`src/rtl/wiu_pkg.sv`:
```
package wiu_pkg;

    // Reference enable pulses per second (one per edge of 32.768 kHz)
    localparam int unsigned TICK_HZ = 65536;
    localparam int unsigned MAX_HALF = TICK_HZ / 2;
    localparam int unsigned DIV_W = $clog2(MAX_HALF);

    typedef enum logic [1:0] {
        RATE_1HZ  = 2'b00,
        RATE_4K   = 2'b01,
        RATE_8K   = 2'b10,
        RATE_32K  = 2'b11
    } rate_e;

    typedef struct packed {
        logic       osc_stop;
        logic [1:0] pad;
        rate_e      rate;
        logic       irq_mode;
        logic       en2;
        logic       en1;
    } ctrl_t;

    localparam logic [7:0] CTRL_RST  = 8'h18;
    localparam logic [7:0] CTRL_MASK = 8'h9F;

    typedef logic [DIV_W-1:0] div_t;

    // Last count value of one wave level for a given rate
    function automatic div_t level_last(rate_e r);
        int unsigned hz;
        case (r)
            RATE_1HZ: hz = 1;
            RATE_4K:  hz = 4096;
            RATE_8K:  hz = 8192;
            default:  hz = 32768;
        endcase
        return div_t'(TICK_HZ / (2 * hz) - 1);
    endfunction

endpackage

```
`src/rtl/wiu_ctrl_reg.sv`:
```
module wiu_ctrl_reg
    import wiu_pkg::*;
(
    input  logic       clk,
    input  logic       rst,
    input  logic       wr_en,
    input  logic [7:0] wr_data,
    output ctrl_t      ctrl
);

    always_ff @(posedge clk) begin
        if (rst) begin
            ctrl <= ctrl_t'(CTRL_RST);
        end else if (wr_en) begin
            ctrl <= ctrl_t'(wr_data & CTRL_MASK);
        end
    end

endmodule

```
`src/rtl/wiu_divider.sv`:
```
module wiu_divider
    import wiu_pkg::*;
(
    input  logic  clk,
    input  logic  rst,
    input  logic  tick,
    input  logic  run,
    input  rate_e rate,
    output logic  wave
);

    div_t cnt;
    div_t last;
    logic wrap;

    assign wrap = (cnt == last);

    always_ff @(posedge clk) begin
        if (rst) begin
            cnt  <= '0;
            last <= level_last(RATE_32K);
            wave <= 1'b0;
        end else if (tick && run) begin
            if (wrap) begin
                cnt  <= '0;
                wave <= ~wave;
                last <= level_last(rate);
            end else begin
                cnt <= cnt + 1'b1;
            end
        end
    end

endmodule

```
`src/rtl/wiu_pin_mux.sv`:
```
module wiu_pin_mux
    import wiu_pkg::*;
(
    input  logic  clk,
    input  logic  rst,
    input  ctrl_t ctrl,
    input  logic  wave,
    input  logic  alm1,
    input  logic  alm2,
    output logic  pin1_n,
    output logic  pin2_n
);

    logic nxt1_n;
    logic nxt2_n;

    always_comb begin
        nxt1_n = ~(alm1 & ctrl.en1);
        if (ctrl.irq_mode) begin
            nxt2_n = ~(alm2 & ctrl.en2);
        end else begin
            nxt2_n = wave;
        end
    end

    always_ff @(posedge clk) begin
        if (rst) begin
            pin1_n <= 1'b1;
            pin2_n <= 1'b1;
        end else begin
            pin1_n <= nxt1_n;
            pin2_n <= nxt2_n;
        end
    end

endmodule

```
`src/rtl/wave_irq_unit.sv`:
```
module wave_irq_unit
    import wiu_pkg::*;
(
    input  logic       clk,
    input  logic       rst,
    input  logic       wr_en,
    input  logic [7:0] wr_data,
    output logic [7:0] rd_data,
    input  logic       ref_tick,
    input  logic       alm1_flag,
    input  logic       alm2_flag,
    output logic       osc_run,
    output logic       irq1_n,
    output logic       wave_irq_n
);

    ctrl_t ctrl;
    logic  wave;

    wiu_ctrl_reg i_reg (
        .clk     (clk),
        .rst     (rst),
        .wr_en   (wr_en),
        .wr_data (wr_data),
        .ctrl    (ctrl)
    );

    wiu_divider i_div (
        .clk  (clk),
        .rst  (rst),
        .tick (ref_tick),
        .run  (~ctrl.osc_stop),
        .rate (ctrl.rate),
        .wave (wave)
    );

    wiu_pin_mux i_mux (
        .clk    (clk),
        .rst    (rst),
        .ctrl   (ctrl),
        .wave   (wave),
        .alm1   (alm1_flag),
        .alm2   (alm2_flag),
        .pin1_n (irq1_n),
        .pin2_n (wave_irq_n)
    );

    assign rd_data = ctrl;
    assign osc_run = ~ctrl.osc_stop;

endmodule

```
`config.mk`:
```
export PLATFORM = sky130hd
export DESIGN_NAME = wave_irq_unit
export DESIGN_NICKNAME = d
export VERILOG_FILES = /design/src/rtl/wiu_pkg.sv /design/src/rtl/wiu_ctrl_reg.sv /design/src/rtl/wiu_divider.sv /design/src/rtl/wiu_pin_mux.sv /design/src/rtl/wave_irq_unit.sv
export SDC_FILE = /design/constraint.sdc
export NUM_CORES = 1
export LEC_CHECK = 0
export CORE_MARGIN = 1
export CORE_UTILIZATION = 55
export CTS_CLUSTER_SIZE = 16
export DETAILED_ROUTE_END_ITERATION = 8
export DONT_BUFFER_PORTS = 1
export GPL_TIMING_DRIVEN = 0
export PLACE_DENSITY = 0.7
export RECOVER_POWER = 50
export SYNTH_ARGS = -nofsm -noshare
export SYNTH_HDL_FRONTEND = slang
export SYNTH_SLANG_ARGS = --single-unit
```
`constraint.sdc`:
```
create_clock -name clk -period 2.9 [get_ports clk]
set_clock_uncertainty 0.1 [all_clocks]
set_input_delay 0.725 -clock clk [delete_from_list [all_inputs] [get_ports clk]]
set_output_delay 0.725 -clock clk [all_outputs]
set_load 0.05 [all_outputs]
```
==> results.sh, run 1 <==
export IMPL_status="finished clean"
export IMPL_cts_root_buffer="clkbuf_4"
export IMPL_num_io_pins=25
export IMPL_relSlewSlack_pct=56.6
export IMPL_synth_xor_area_share_pct=9.50
export IMPL_cts_made_buffers=3
export IMPL_cp_slowest_cell="dfxtp_1"
export IMPL_path_buf_inv=1
export IMPL_powerDensity_nw_per_um2=490
export IMPL_gr_usage_met2_pct=35.8
export IMPL_wl_per_cell_um=13.8
export IMPL_dpl_instance_area_um2=1330
export IMPL_setup_ws_ns=0.582
export IMPL_cts_buffer_depth=2
export IMPL_critPathTopFamily="flip-flops"
export IMPL_slew_viol_final=0
export IMPL_die_w_um=50.5
export IMPL_core_area_um2=2210
export IMPL_cts_hold_buf=0
export IMPL_synthesis_instances=139
export IMPL_avgViaCountPerCell=5.92
export IMPL_routed_wl_um=2370
export IMPL_worst_slew_pin_slew_ns=0.650
export IMPL_clkSlewWorstSetupHoldPaths_ns=0.14
export IMPL_grt_pass1_vias=1019
export IMPL_fin_crit_ns=2.32
export IMPL_cts_tree="yes"
export IMPL_max_stage_delay_ns=0.77
export IMPL_ys_seq_area_share_pct=41.9
export IMPL_firstDrtPassIters=4
export IMPL_crit_required_ns=2.08
export IMPL_synthAdderAreaFrac_pct=0.969
export IMPL_synth_avg_cell_area_um2=9.29
export IMPL_grt_usage_pct=21.6
export IMPL_grt_start_max_net_pins=17
export IMPL_synth_edf_count=0
export IMPL_max_freq_mhz=431
export IMPL_place_gp_congestion=0.805
export IMPL_yosysWarnings=0
export IMPL_dieArea_um2=2550
export IMPL_post_dp_hpwl_um=1700
export IMPL_antenna_cells=0
export IMPL_setup_violations_final=0
export IMPL_cts_htree_levels=1
export IMPL_fin_nets=160
export IMPL_grt_overflow=0
export IMPL_synth_mux_area_share_pct=7.36
export IMPL_synth_ff_type="dfxtp_1"
export IMPL_cts_resized=0
export IMPL_yosys_register_bits=27
export IMPL_synth_top_family_by_area="simple AND/OR/NAND/NOR gates"
export IMPL_final_setup_tns_ns=0
export IMPL_crit_chain="inv_1"
export IMPL_hold_viol=0
export IMPL_grt_antenna_before_repair=0
export IMPL_fin_total_pwr_w=0.000667
export IMPL_yosys_cell_types_count=38
export IMPL_fin_crit_sh_pct=79.9
export IMPL_mostFrequentLayoutCells="dfxtp_1, nor3_1, xnor2_1"
export IMPL_cp_end_kind="primary output"
export IMPL_maxCapViolCount=0
export IMPL_cts_sinks=27
export IMPL_drt_iter0_drc=7
export IMPL_grt_use_met3_pct=3.03
export IMPL_ant_nets=0
export IMPL_vias=1018
export IMPL_fp_dieH_um=50.5
export IMPL_final_layout_size_suffix_gt1_share_pct=10.4
export IMPL_crit_arrival_ns=1.49
export IMPL_top_usage_layer="met2"
export IMPL_drc_errors=0
export IMPL_critPathKind="flip-flop to primary output"
export IMPL_start_kind="flip-flop"
export IMPL_stdcell_area_um2=1360
export IMPL_start_util_pct=58.4
export IMPL_grt_util_met1_pct=28.0
export IMPL_synthArstFlopShare_pct=0
export IMPL_clk_latency_ns=0.32
export IMPL_place_ws_ns=0.664
export IMPL_rsz0062_at_grt="false"
export IMPL_rows=17
export IMPL_port_buffers=0
export IMPL_area_growth_pct=5.33
export IMPL_synth_compound_area_share_pct=7.17
export IMPL_p_leak_nw=0.463
export IMPL_yosys_area_share_simple_pct=29.3
export IMPL_final_common_cell="dfxtp_1"
export IMPL_synthesis_area_um2=1290
export IMPL_peakVddDrop_mv=0.387
export IMPL_min_path_type="input pin to flip-flop"
export IMPL_post_cts_setup_buffers=0
export IMPL_crit_path_max_fanout=7
export IMPL_grt_pass1_wl_um=4220
==> synthesized netlist by cell type, types with 2 or more instances <==
| master | number | area, um^2 |
|---|---|---|
| nand3b_1 | 2 | 15.0 |
| xor2_1 | 4 | 35.0 |
| and4_1 | 3 | 26.3 |
| buf_4 | 3 | 22.5 |
| a211o_1 | 2 | 17.5 |
| a211oi_1 | 2 | 15.0 |
| nor4_1 | 5 | 31.3 |
| mux2i_1 | 5 | 50.1 |
| nor2b_1 | 6 | 37.5 |
| o21ai_0 | 2 | 10.0 |
| nand3_1 | 6 | 30.0 |
| nand2_1 | 6 | 22.5 |
| nor2_1 | 8 | 30.0 |
| nand4_1 | 3 | 18.8 |
| xnor2_1 | 10 | 87.6 |
| mux2_2 | 4 | 45.0 |
| dfxtp_1 | 27 | 541 |
| nor3_1 | 18 | 90.1 |
| clkbuf_1 | 4 | 15.0 |
==> path summary, 6_finish.rpt <==
kind | startpoint | end | slack [ns] | cells after the start
setup / recovery | i_reg.ctrl[7]$_SDFFE_PP0P_ | osc_run | 0.58 | 1
hold / removal | alm1_flag | i_mux.pin1_n$_SDFF_PP1_ | 0.38 | 1
setup reg to reg | i_reg.ctrl[7]$_SDFFE_PP0P_ | i_div.wave$_SDFFE_PP0P_ | 0.66 | 4
hold reg to reg | i_div.cnt[14]$_SDFFE_PP0P_ | i_div.cnt[14]$_SDFFE_PP0P_ | 0.42 | 2
==> state kept, by name (all words and copies together), names as in the netlist <==
signal / count
i_reg.ctrl: 6
i_div.cnt: 15
i_div.last: 3
i_div.wave: 1
i_mux.pin2_n: 1
i_mux.pin1_n: 1
==> area by class of cell <==
class / count / area, um^2
inverters: 1 / 3.75
clock buffers: 3 / 22.5
well taps: 28 / 35.0
fillers: 206 / 852
multi-input cells: 104 / 708
flip-flops and latches: 27 / 541
plain buffers: 8 / 42.5
clock inverters: 1 / 7.51
==> cell families after synthesis <==
logic type / Yosys count
AO/OA/AOI/OAI: 11
XOR/XNOR: 14
adder cells (fa/ha/maj): 1
buffers and inverters: 9
flip-flops: 27
multiplexers: 9
other: 1
AND/OR/NAND/NOR: 67
==> power by group <==
part           switching (W)  internal [W]
Sequential         0.0000407      0.000386
Combinational      0.0000455     0.0000337
Clock               0.000108     0.0000526
==> metal layers <==
metal | vias to the layer above | share of wire [%]
met1 | 482 | 49
li1 | 508 | -
met5 | - | 0
met4 | 0 | 0.72
met3 | 2 | 4.3
met2 | 26 | 46
==> per-stage QoR <==
step | util, % | cells | hold slack (ns)
after floorplan | - | 140 | 0.366
after global placement | 60.1 | 168 | 0.389
after detailed placement | 60.1 | 168 | 0.400
after CTS | 61.5 | 172 | 0.372
after global routing | 61.5 | 172 | 0.355
final | 61.5 | 172 | 0.382
(Power assumes the default switching activity.)
==> run 2, diff against run 1 <==
PLACE_DENSITY = 0.73   (was 0.7)
clock period = 2.1 ns   (was 2.9 ns; I/O delays follow)
==> results.sh, run 2 (synthesis results as in run 1) <==
export IMPL_status="finished clean"
export IMPL_area_growth_pct=5.43
export IMPL_critPathKind="flip-flop to flip-flop"
export IMPL_grt_overflow=0
export IMPL_cts_made_buffers=3
export IMPL_final_layout_size_suffix_gt1_share_pct=11.7
export IMPL_crit_chain="and2b_1 -> o2111ai_1 -> a211oi_2 -> mux2_2"
export IMPL_stdcell_area_um2=1360
export IMPL_vias=998
export IMPL_grt_start_max_net_pins=17
export IMPL_crit_path_max_fanout=7
export IMPL_dieArea_um2=2550
export IMPL_cts_tree="yes"
export IMPL_min_path_type="input pin to flip-flop"
export IMPL_hold_viol=0
export IMPL_drt_iter0_drc=8
export IMPL_num_io_pins=25
export IMPL_clock_power_share_pct=24.9
export IMPL_p_leak_nw=0.468
export IMPL_antenna_cells=0
export IMPL_grt_usage_pct=21.8
export IMPL_power_frac_seq_pct=63.3
export IMPL_p_switching_w=0.000277
export IMPL_port_buffers=0
export IMPL_avgViaCountPerCell=5.77
export IMPL_setup_violations_final=0
export IMPL_max_freq_mhz=517
export IMPL_peakVddDrop_mv=0.413
export IMPL_grt_antenna_before_repair=0
export IMPL_maxCapViolCount=0
export IMPL_clk_latency_ns=0.33
export IMPL_relSlewSlack_pct=61.4
export IMPL_wl_per_cell_um=13.8
export IMPL_cts_htree_levels=1
export IMPL_max_stage_delay_ns=0.46
export IMPL_crit_arrival_ns=2.08
export IMPL_cts_hold_buf=0
export IMPL_place_ws_ns=-0.0997
export IMPL_p_sw_share_pct=29.8
export IMPL_final_common_cell="dfxtp_1"
export IMPL_regMostFlops="i_div.cnt"
export IMPL_routed_wl_um=2390
export IMPL_cts_sinks=27
export IMPL_rsz0062_at_grt="false"
export IMPL_final_setup_tns_ns=0
export IMPL_worst_slew_pin_slew_ns=0.579
export IMPL_mostFrequentLayoutCells="dfxtp_1, nor3_1, xnor2_1"
export IMPL_core_area_um2=2210
export IMPL_dpl_instance_area_um2=1330
export IMPL_clkSlewWorstSetupHoldPaths_ns=0.15
export IMPL_cts_buffer_depth=2
export IMPL_die_w_um=50.5
export IMPL_top_regs="i_div.cnt (15), i_reg.ctrl (6), i_div.last (3)"
export IMPL_ant_nets=0
export IMPL_setup_ws_ns=0.165
export IMPL_cp_end_kind="flip-flop"
export IMPL_fp_dieH_um=50.5
export IMPL_start_kind="flip-flop"
export IMPL_firstDrtPassIters=4
export IMPL_cts_root_buffer="clkbuf_4"
export IMPL_crit_required_ns=2.24
export IMPL_post_dp_hpwl_um=1710
export IMPL_n_fill_cell=215
export IMPL_place_gp_congestion=0.785
export IMPL_fin_crit_ns=1.93
export IMPL_fin_nets=161
export IMPL_grt_pass1_vias=918
export IMPL_slew_viol_final=0
export IMPL_fin_crit_sh_pct=92.1
export IMPL_largest_register_ffs=15
export IMPL_grt_pass1_wl_um=4150
export IMPL_cp_slowest_cell="dfxtp_2"
export IMPL_rows=17
export IMPL_powerDensity_nw_per_um2=684
export IMPL_intPower_w=0.000654
export IMPL_drc_errors=0
export IMPL_combPwrFrac_pct=11.8
export IMPL_start_util_pct=58.4
run 2: changes by cell type in the layout (fill, tap and decap cells not counted):
cell      delta
a211oi_2     +1
dfxtp_1      -1
dfxtp_2      +1
a211oi_4     -1
buf_4        +1
run 2: path summary, 6_finish.rpt:
path / start / end / slack, ns / depth (start not counted)
min reg2reg: i_div.cnt[14]$_SDFFE_PP0P_ / i_div.cnt[14]$_SDFFE_PP0P_ / 0.41 / 2
max: i_reg.ctrl[7]$_SDFFE_PP0P_ / i_div.wave$_SDFFE_PP0P_ / 0.17 / 4
max reg2reg: i_reg.ctrl[7]$_SDFFE_PP0P_ / i_div.wave$_SDFFE_PP0P_ / 0.17 / 4
min: alm1_flag / i_mux.pin1_n$_SDFF_PP1_ / 0.17 / 1
run 2: power by group through the flow:
stage,registers [W],clock network (W),logic [W]
3_3_place_gp,0.000599,0,0.000107
2_1_floorplan,0.000595,0,0.0000940
4_1_cts,0.000590,0.000237,0.000115
5_1_grt,0.000594,0.000264,0.000123
6_report,0.000589,0.000232,0.000110
3_5_place_dp,0.000601,0,0.000110
run 2: worst max-delay path, delay by kind of cell (launching register included):
kind | cells | cell delay, ns
AOI/OAI and AO/OA | 2 | 0.59
DFF | 1 | 0.46
muxes | 1 | 0.39
and+or+nand+nor | 1 | 0.31
run 2: metrics by stage:
| step | std cells | hold WS, ns | total power [W] | util (%) |
|---|---|---|---|---|
| after floorplan | 140 | 0.366 | 0.000689 | - |
| after global placement | 168 | 0.386 | 0.000706 | 60.1 |
| after detailed placement | 168 | 0.400 | 0.000711 | 60.1 |
| after CTS | 173 | 0.158 | 0.000941 | 61.9 |
| after global routing | 173 | 0.141 | 0.000981 | 61.5 |
| final | 173 | 0.167 | 0.000931 | 61.5 |
run 2: area by class of cell:
| type | instances | area [um^2] | area share (%) |
|---|---|---|---|
| well taps | 28 | 35.0 | 2.57 |
| repair buffers | 1 | 7.51 | 0.551 |
| inverters | 1 | 3.75 | 0.276 |
| plain buffers | 8 | 42.5 | 3.12 |
| clock inverters | 1 | 7.51 | 0.551 |
| clock buffers | 3 | 22.5 | 1.65 |
| flip-flops and latches | 27 | 542 | 39.8 |
| multi-input cells | 104 | 701 | 51.5 |
run 2: timing repair:
action / 4_1_cts / 5_1_grt
setup buffers: 1 / 0
endpoints found under the setup margin: 15 / 0
resized for setup: 1 / 0
run 2: layer usage:
layer  global-route usage, %  wire length, um
met5                       0                0
met4                    11.1               50
met1                    29.3             1180
met3                    3.33               58
met2                    33.8             1100
